## config.mk

```make
export PLATFORM = sky130hd
export DESIGN_NAME = hbcfg_space
export DESIGN_NICKNAME = d
export VERILOG_FILES = /design/src/rtl/hbcfg_pkg.sv /design/src/rtl/hbcfg_policy.sv /design/src/rtl/hbcfg_regfile.sv /design/src/rtl/hbcfg_shadow.sv /design/src/rtl/hbcfg_space.sv
export SDC_FILE = /design/constraint.sdc
export NUM_CORES = 2
export LEC_CHECK = 0
export CAP_MARGIN = 10
export CORE_ASPECT_RATIO = 0.5
export CORE_MARGIN = 5
export CORE_UTILIZATION = 30
export DETAILED_ROUTE_END_ITERATION = 6
export PLACE_DENSITY = 0.4
export SLEW_MARGIN = 10
export SYNTH_ARGS = -nofsm -noshare
export SYNTH_HDL_FRONTEND = slang
export SYNTH_SLANG_ARGS = --single-unit
```

## constraint.sdc

```tcl
create_clock -name clk -period 6.1 [get_ports clk]
set_input_delay 1.525 -clock clk [delete_from_list [all_inputs] [get_ports clk]]
set_output_delay 1.525 -clock clk [all_outputs]
set_load 0.01 [all_outputs]
```

## src/rtl/hbcfg_pkg.sv

```systemverilog
package hbcfg_pkg;

  localparam int CFG_ADDR_W = 8;
  localparam int BYTE_W     = 8;
  localparam int NUM_BYTES  = 1 << CFG_ADDR_W;

  // shadow control: three consecutive bytes, ten 2-bit regions
  localparam int NUM_SHD    = 3;
  localparam int ATTR_W     = 2;
  localparam int NUM_REGION = 10;
  localparam int ATTR_VEC_W = NUM_REGION * ATTR_W;
  localparam int REG_TOP    = 9;   // region holding 0xF0000

  typedef logic [BYTE_W-1:0]     byte_t;
  typedef logic [CFG_ADDR_W-1:0] addr_t;
  typedef logic [ATTR_VEC_W-1:0] attr_vec_t;
  typedef logic [NUM_SHD-1:0][BYTE_W-1:0] shd_bytes_t;

  typedef enum logic [1:0] {
    ACC_RW,
    ACC_RO,
    ACC_MASKED,
    ACC_W1C
  } acc_e;

  localparam byte_t CMD_WMASK = 8'h40;
  localparam byte_t STS_W1C   = 8'hB0;

  function automatic acc_e access_of(input addr_t a);
    case (a)
      8'h00, 8'h01, 8'h02, 8'h03,
      8'h08, 8'h09, 8'h0A, 8'h0B,
      8'h0E, 8'h0F: return ACC_RO;
      8'h04:        return ACC_MASKED;
      8'h07:        return ACC_W1C;
      default:      return ACC_RW;
    endcase
  endfunction

  function automatic byte_t default_of(input addr_t a);
    case (a)
      8'h00: return 8'h06;
      8'h01: return 8'h11;
      8'h02: return 8'h85;
      8'h03: return 8'h05;
      8'h04: return 8'h07;
      8'h06: return 8'hA0;
      8'h07: return 8'h02;
      8'h0B: return 8'h06;
      8'h58: return 8'h40;
      8'h59: return 8'h05;
      8'h5A, 8'h5B, 8'h5C, 8'h5D, 8'h5E, 8'h5F: return 8'h01;
      8'h64: return 8'hAB;
      default: return 8'h00;
    endcase
  endfunction

  // lay the three control bytes out as the region attribute vector
  function automatic attr_vec_t map_attr(input shd_bytes_t b);
    attr_vec_t v;
    v[7:0]   = b[0];
    v[15:8]  = b[1];
    v[17:16] = b[2][7:6];
    v[19:18] = b[2][5:4];
    return v;
  endfunction

endpackage

```

## src/rtl/hbcfg_policy.sv

```systemverilog
module hbcfg_policy
  import hbcfg_pkg::*;
(
  input  addr_t addr,
  input  byte_t cur,
  input  byte_t wdata,
  output logic  writable,
  output byte_t nxt
);

  acc_e acc;

  always_comb begin
    acc      = access_of(addr);
    writable = (acc != ACC_RO);
    unique case (acc)
      ACC_RO:     nxt = cur;
      ACC_MASKED: nxt = (cur & ~CMD_WMASK) | (wdata & CMD_WMASK);
      ACC_W1C:    nxt = cur & ~(wdata & STS_W1C);
      default:    nxt = wdata;
    endcase
  end

endmodule

```

## src/rtl/hbcfg_regfile.sv

```systemverilog
module hbcfg_regfile
  import hbcfg_pkg::*;
#(
  parameter addr_t SHD_BASE = 8'h61
) (
  input  logic       clk,
  input  logic       rst,
  input  logic       we,
  input  addr_t      addr,
  input  byte_t      wbyte,
  output byte_t      rbyte,
  output shd_bytes_t shd_bytes
);

  logic [NUM_BYTES-1:0][BYTE_W-1:0] mem;

  always_ff @(posedge clk) begin
    if (rst) begin
      for (int i = 0; i < NUM_BYTES; i++) begin
        mem[i] <= default_of(CFG_ADDR_W'(i));
      end
    end else if (we) begin
      mem[addr] <= wbyte;
    end
  end

  assign rbyte = mem[addr];

  for (genvar k = 0; k < NUM_SHD; k++) begin : g_shd_tap
    assign shd_bytes[k] = mem[SHD_BASE + CFG_ADDR_W'(k)];
  end

endmodule

```

## src/rtl/hbcfg_shadow.sv

```systemverilog
module hbcfg_shadow
  import hbcfg_pkg::*;
#(
  parameter addr_t SHD_BASE = 8'h61
) (
  input  logic                  clk,
  input  logic                  rst,
  input  logic                  we,
  input  addr_t                 addr,
  input  byte_t                 wbyte,
  input  shd_bytes_t            shd_bytes,
  output attr_vec_t             seg_attr,
  output logic                  bios_shadow,
  output logic [NUM_REGION-1:0] region_chg
);

  shd_bytes_t            cand;
  attr_vec_t             cur_attr;
  attr_vec_t             new_attr;
  logic [NUM_REGION-1:0] diff;

  // control bytes as they will be after this edge's write
  for (genvar k = 0; k < NUM_SHD; k++) begin : g_cand
    assign cand[k] = (we && addr == SHD_BASE + CFG_ADDR_W'(k)) ? wbyte : shd_bytes[k];
  end

  assign cur_attr = map_attr(shd_bytes);
  assign new_attr = map_attr(cand);

  for (genvar r = 0; r < NUM_REGION; r++) begin : g_diff
    assign diff[r] = |(new_attr[r*ATTR_W +: ATTR_W] ^ cur_attr[r*ATTR_W +: ATTR_W]);
  end

  always_ff @(posedge clk) begin
    if (rst) begin
      region_chg  <= '0;
      bios_shadow <= 1'b0;
    end else begin
      region_chg <= diff;
      if (diff[REG_TOP]) begin
        bios_shadow <= new_attr[REG_TOP*ATTR_W + 1];
      end
    end
  end

  assign seg_attr = cur_attr;

endmodule

```

## src/rtl/hbcfg_space.sv

```systemverilog
module hbcfg_space
  import hbcfg_pkg::*;
#(
  parameter int    FUNC_W   = 3,
  parameter addr_t SHD_BASE = 8'h61
) (
  input  logic                  clk,
  input  logic                  rst,
  input  logic                  cfg_we,
  input  logic [FUNC_W-1:0]     cfg_func,
  input  logic [7:0]            cfg_addr,
  input  logic [7:0]            cfg_wdata,
  output logic [7:0]            cfg_rdata,
  output logic [ATTR_VEC_W-1:0] seg_attr,
  output logic                  bios_shadow,
  output logic [NUM_REGION-1:0] region_chg
);

  logic       func0;
  logic       writable;
  logic       store_we;
  byte_t      stored;
  byte_t      nxt;
  shd_bytes_t shd_bytes;

  assign func0    = (cfg_func == '0);
  assign store_we = cfg_we && func0 && writable;

  hbcfg_policy u_policy (
    .addr     (cfg_addr),
    .cur      (stored),
    .wdata    (cfg_wdata),
    .writable (writable),
    .nxt      (nxt)
  );

  hbcfg_regfile #(.SHD_BASE(SHD_BASE)) u_regs (
    .clk       (clk),
    .rst       (rst),
    .we        (store_we),
    .addr      (cfg_addr),
    .wbyte     (nxt),
    .rbyte     (stored),
    .shd_bytes (shd_bytes)
  );

  hbcfg_shadow #(.SHD_BASE(SHD_BASE)) u_shadow (
    .clk         (clk),
    .rst         (rst),
    .we          (store_we),
    .addr        (cfg_addr),
    .wbyte       (nxt),
    .shd_bytes   (shd_bytes),
    .seg_attr    (seg_attr),
    .bios_shadow (bios_shadow),
    .region_chg  (region_chg)
  );

  assign cfg_rdata = func0 ? stored : 8'hFF;

endmodule

```

==> out/results.md <==
| Group | Parameter | Reported |
|:---|:---|:---|
| synth | Proportion of netlist area held by the largest area contributor | 45.4% |
| placement | GP Congestion | 0.868 |
| sta | RSZ-0062 raised after global routing | true |
| cts | TritonCTS clock tree | done |
| finish | Commonest non-fill, non-tap cell in the layout | sky130_fd_sc_hd__dfxtp_1 |
| finish | Commonest cells after routing, fill and taps aside | sky130_fd_sc_hd__dfxtp_1, sky130_fd_sc_hd__a21oi_1, sky130_fd_sc_hd__o21ai_0, sky130_fd_sc_hd__nand2_1, sky130_fd_sc_hd__nor2_1 |
| synth | Syn_nets | 10000 |
| cts | Number of clock sinks | 2059 |
| setup path | Worst flop-to-flop path startpoint | u_regs.mem[1368] |
| finish | Post-layout nets | 10200 |
| power | Power after layout | 0.0291 W |
| global routing | Met1 layer usage reported by global route | 36.3% |
| synth | Cell area after synthesis | 0.0909 mm^2 |
| floorplan | Area of the core | 0.301 mm^2 |
| synth | Count of warnings emitted by yosys | 0 |
| power | Power per unit of standard cell area | 268 mW/mm^2 |
| setup path | Startpoint Class | input port |
| status | Result of the run | complete, but fails checks |
| synth | Mean area per synthesized cell | 9.07 um^2 |
| worst hold path | Start point of the worst hold path | u_regs.mem[26] |
| setup path | Critical path start-end classification | in -> out |
| status | Failing checks | setup timing |
| synth | Count of cell types in the netlist | 69 |
| setup path | Cell at the slowest stage of the critical path | sky130_fd_sc_hd__mux4_2 |
| drt | 1st-pass router iterations | 5 |
| setup path | Critical-path cell list | buf_16, buf_16, buf_8, mux4_2, mux4_2, a22oi_2, buf_6, nand4_1, buf_4, a311o_1, buf_2 |
| global routing | Wire length of the first global-routing pass | 567 mm |
| sta | Final period utilization | 104% |
| drt | Remaining antenna violation count after routing | 0 |
| sta | Slew margin rel. | 20.1% |
| setup path | Crit path capture type | output pin |
| drt | Per-cell routed wire length | 27.3 um |
| power | Largest voltage drop on the vdd net | 0.219 mV |
| global routing | Vias in the first global route | 75300 |
| sta | F_max | 157 MHz |
| drt | Drc violations | 0 |
| global routing | Initial antenna violation count | 20 |
| drt | Vias per Instance | 5.54 |
| drt | Final wirelength | 391 mm |
| setup path | Critical path data arrival time | 4.83 ns |
| synth | Sequential-to-total area share from yosys stat | 45.4% |
| floorplan | Starting utilization of the core area | 30.2% |
| setup path | Endpoint of the worst register-to-register path | u_regs.mem[256] |
| floorplan | Die width | 788 um |
| finish | Layout Cell Area excl Fill | 0.109 mm^2 |
| finish | Ratio of cells with drive above 1 in the final layout | 18.6% |
| global routing | Congestion Overflow GR | 0 |
| placement | Worst setup slack before clock tree synthesis | -1.36 ns |
| cts | CTS clock-pin slew for the worst setup and hold paths | 0.06 ns |
| worst hold path | Terminating pin of the worst hold path | u_regs.mem[26] |
| synth | Cell types occupying the most area after synthesis | sky130_fd_sc_hd__dfxtp_1, sky130_fd_sc_hd__mux4_2, sky130_fd_sc_hd__a21oi_1 |
| worst hold path | Min-Delay Path Depth | 1 |
| cts | Post-CTS Hold Buffers | 0 |
| sta | Final Critical Period | 6.35 ns |
| synth | Post-synth EDFFs | 0 |
| synth | Number of synthesized register bits | 2059 |
| cts | Source-to-sink clock delay at the later pin of the worst-skew pair | 0.90 ns |
| global routing | Most used routing layer in global routing | met1 |
| floorplan | Floorplan die area | 0.315 mm^2 |
| sta | WHS | 0.441 ns |
| finish | Core occupancy in the finished layout | 36.1% |
| cts | Number of H-tree branching levels | 4 |
| setup path | Required time of the worst setup path | 4.58 ns |
| synth | Share of synthesized flip-flops with an asynchronous set or reset | 0% |
| finish | Layout overhead on the synthesized area | 19.5% |
| synth | Area leader, netlist | sky130_fd_sc_hd__dfxtp_1 |
| sta | Clk_skew | 0.0495 ns |
| global routing | GRT met2 Usage | 36.2% |
| power | Leakage | 35.1 nW |
| run | MaxCap Viol Count | 0 |
| placement | Input/output buffers | 60 |
| sta | Final worst-path setup slack | -0.255 ns |
| floorplan | Die Ht | 399 um |
| cts | Cts bufs inserted | 213 |
| setup path | Worst-path fanout max | 6 |
| setup path | CP peak stage delay | 0.56 ns |
| placement | Post-detailed-placement cell area | 0.100 mm^2 |
| placement | Placed wire-length estimate after detailed placement | 255 mm |
| sta | Final Max Slew Viols | 0 |
| worst hold path | Class of the most critical hold timing path | reg -> reg |
| synth | Number of cells produced by synthesis | 10000 |
| setup path | R2R depth | 15 |
| floorplan | I/O pin cnt | 61 |
| setup path | Setup slack of the most critical reg-to-reg path | 2.05 ns |
| global routing | Pin count of the biggest net entering global routing | 179 |
| drt | Initial DRC Count | 8170 |
| sta | Slew at the pin closest to its max-slew limit | 1.19 ns |
| floorplan | Row cnt | 142 |
| cts | Clock root buffer master | sky130_fd_sc_hd__clkbuf_16 |
| drt | Overall via count from detail_route | 79400 |
| global routing | Global routing usage on met3 | 3.19% |
| sta | Final count of negative-setup-slack endpoints | 6 |
| sta | Final hold violation count | 0 |
| synth | Most frequently used flop master after synthesis | sky130_fd_sc_hd__dfxtp_1 |
| global routing | Global-route total usage across every layer | 24.0% |
| cts | Longest Clk Path Bufs | 4 |
[registers in the layout, indices dropped and copies added (netlist names)]
register	flops
u_shadow.bios_shadow	1
u_regs.mem	2024
u_regs.shd_bytes	24
u_shadow.region_chg	10
[report_power, final]
group | switching, W | internal [W] | total [W]
Clock | 0.00589 | 0.00786 | 0.0138
Sequential | 0.00000157 | 0.0134 | 0.0134
Combinational | 0.00134 | 0.000599 | 0.00194
[worst max-delay path: cells and delay by family]
kind	cells	cell delay, ns
AOI/OAI and AO/OA	2	0.66
and+or+nand+nor	1	0.36
buffers and inverters	6	1.12
muxes	2	1.08
[synthesized netlist by cell type, types with 9 or more instances]
library cell / instances
sky130_fd_sc_hd__dfxtp_1: 2059
sky130_fd_sc_hd__a21oi_1: 1510
sky130_fd_sc_hd__o21ai_0: 1483
sky130_fd_sc_hd__nand2_1: 1380
sky130_fd_sc_hd__nor2_1: 756
sky130_fd_sc_hd__clkbuf_1: 703
sky130_fd_sc_hd__mux4_2: 552
sky130_fd_sc_hd__mux2i_1: 332
sky130_fd_sc_hd__nand3_1: 286
sky130_fd_sc_hd__a211oi_1: 264
sky130_fd_sc_hd__buf_2: 193
sky130_fd_sc_hd__buf_4: 80
sky130_fd_sc_hd__nor2b_1: 66
sky130_fd_sc_hd__buf_6: 42
sky130_fd_sc_hd__a22oi_1: 36
sky130_fd_sc_hd__buf_1: 24
sky130_fd_sc_hd__o22ai_1: 19
sky130_fd_sc_hd__nor3_1: 15
sky130_fd_sc_hd__xnor2_1: 14
sky130_fd_sc_hd__a221oi_1: 13
sky130_fd_sc_hd__a31oi_1: 12
sky130_fd_sc_hd__mux2_2: 11
sky130_fd_sc_hd__or2_2: 11
sky130_fd_sc_hd__inv_1: 10
sky130_fd_sc_hd__o211ai_1: 9
[per-stage QoR]
| stage | setup TNS [ns] | cells |
|---|---|---|
| 3_3_place_gp | -188.79 | 13900 |
| 2_1_floorplan | 0 | 10000 |
| 4_1_cts | -0.762 | 14300 |
| 3_5_place_dp | -8.41 | 13900 |
| 6_report | -0.847 | 14300 |
| 5_1_grt | -0.694 | 14300 |
[worst max path at each step]
stage | startpoint | endpoint | slack (ns) | cells after the start
detailed placement | cfg_addr[0] | cfg_rdata[2] | -1.36 | 13
global route | cfg_addr[0] | cfg_rdata[7] | -0.22 | 11
floorplan | cfg_addr[1] | cfg_rdata[3] | 0.31 | 9
CTS | cfg_addr[0] | cfg_rdata[7] | -0.26 | 11
finish | cfg_addr[0] | cfg_rdata[7] | -0.25 | 11
global placement | cfg_addr[0] | cfg_rdata[0] | -2.04 | 13
[cell families (layout without fill, tap and decap cells)]
logic type,after synthesis,after routing,share of synthesized area [%]
compound gates,3403,3403,19.9
simple gates,2575,2575,11.5
flops,2059,2059,45.4
buf+inv,1057,1343,5.36
mux,902,902,17.7
xor+xnor,17,17,0.164
fa+ha+maj,4,4,0.0551
other cells,0,5,0
[what timing repair did]
action                     in CTS  in global routing
cloned                          8                  0
resized for setup             139                 29
buffers inserted               40                 28
setup endpoints to repair       8                  8
pin swaps                      21                 18
[area by class of cell]
cell class / instances / area, um^2
fillers: 30500 / 192000
multi-input cells: 6901 / 45500
flip-flops and latches: 2059 / 41200
repair buffers: 962 / 9690
clock buffers: 322 / 6390
well taps: 4032 / 5040
clock inverters: 48 / 683
inverters: 11 / 48.8
diodes: 5 / 12.5
[routing by layer]
metal	wire, um	vias up	part of all wire [%]
met5	7	-	0.0018
li1	-	36000	-
met2	169000	2484	43
met3	23200	416	5.9
met1	191000	40400	49
met4	8510	2	2.2
Power figures use the tool's default switching activity.
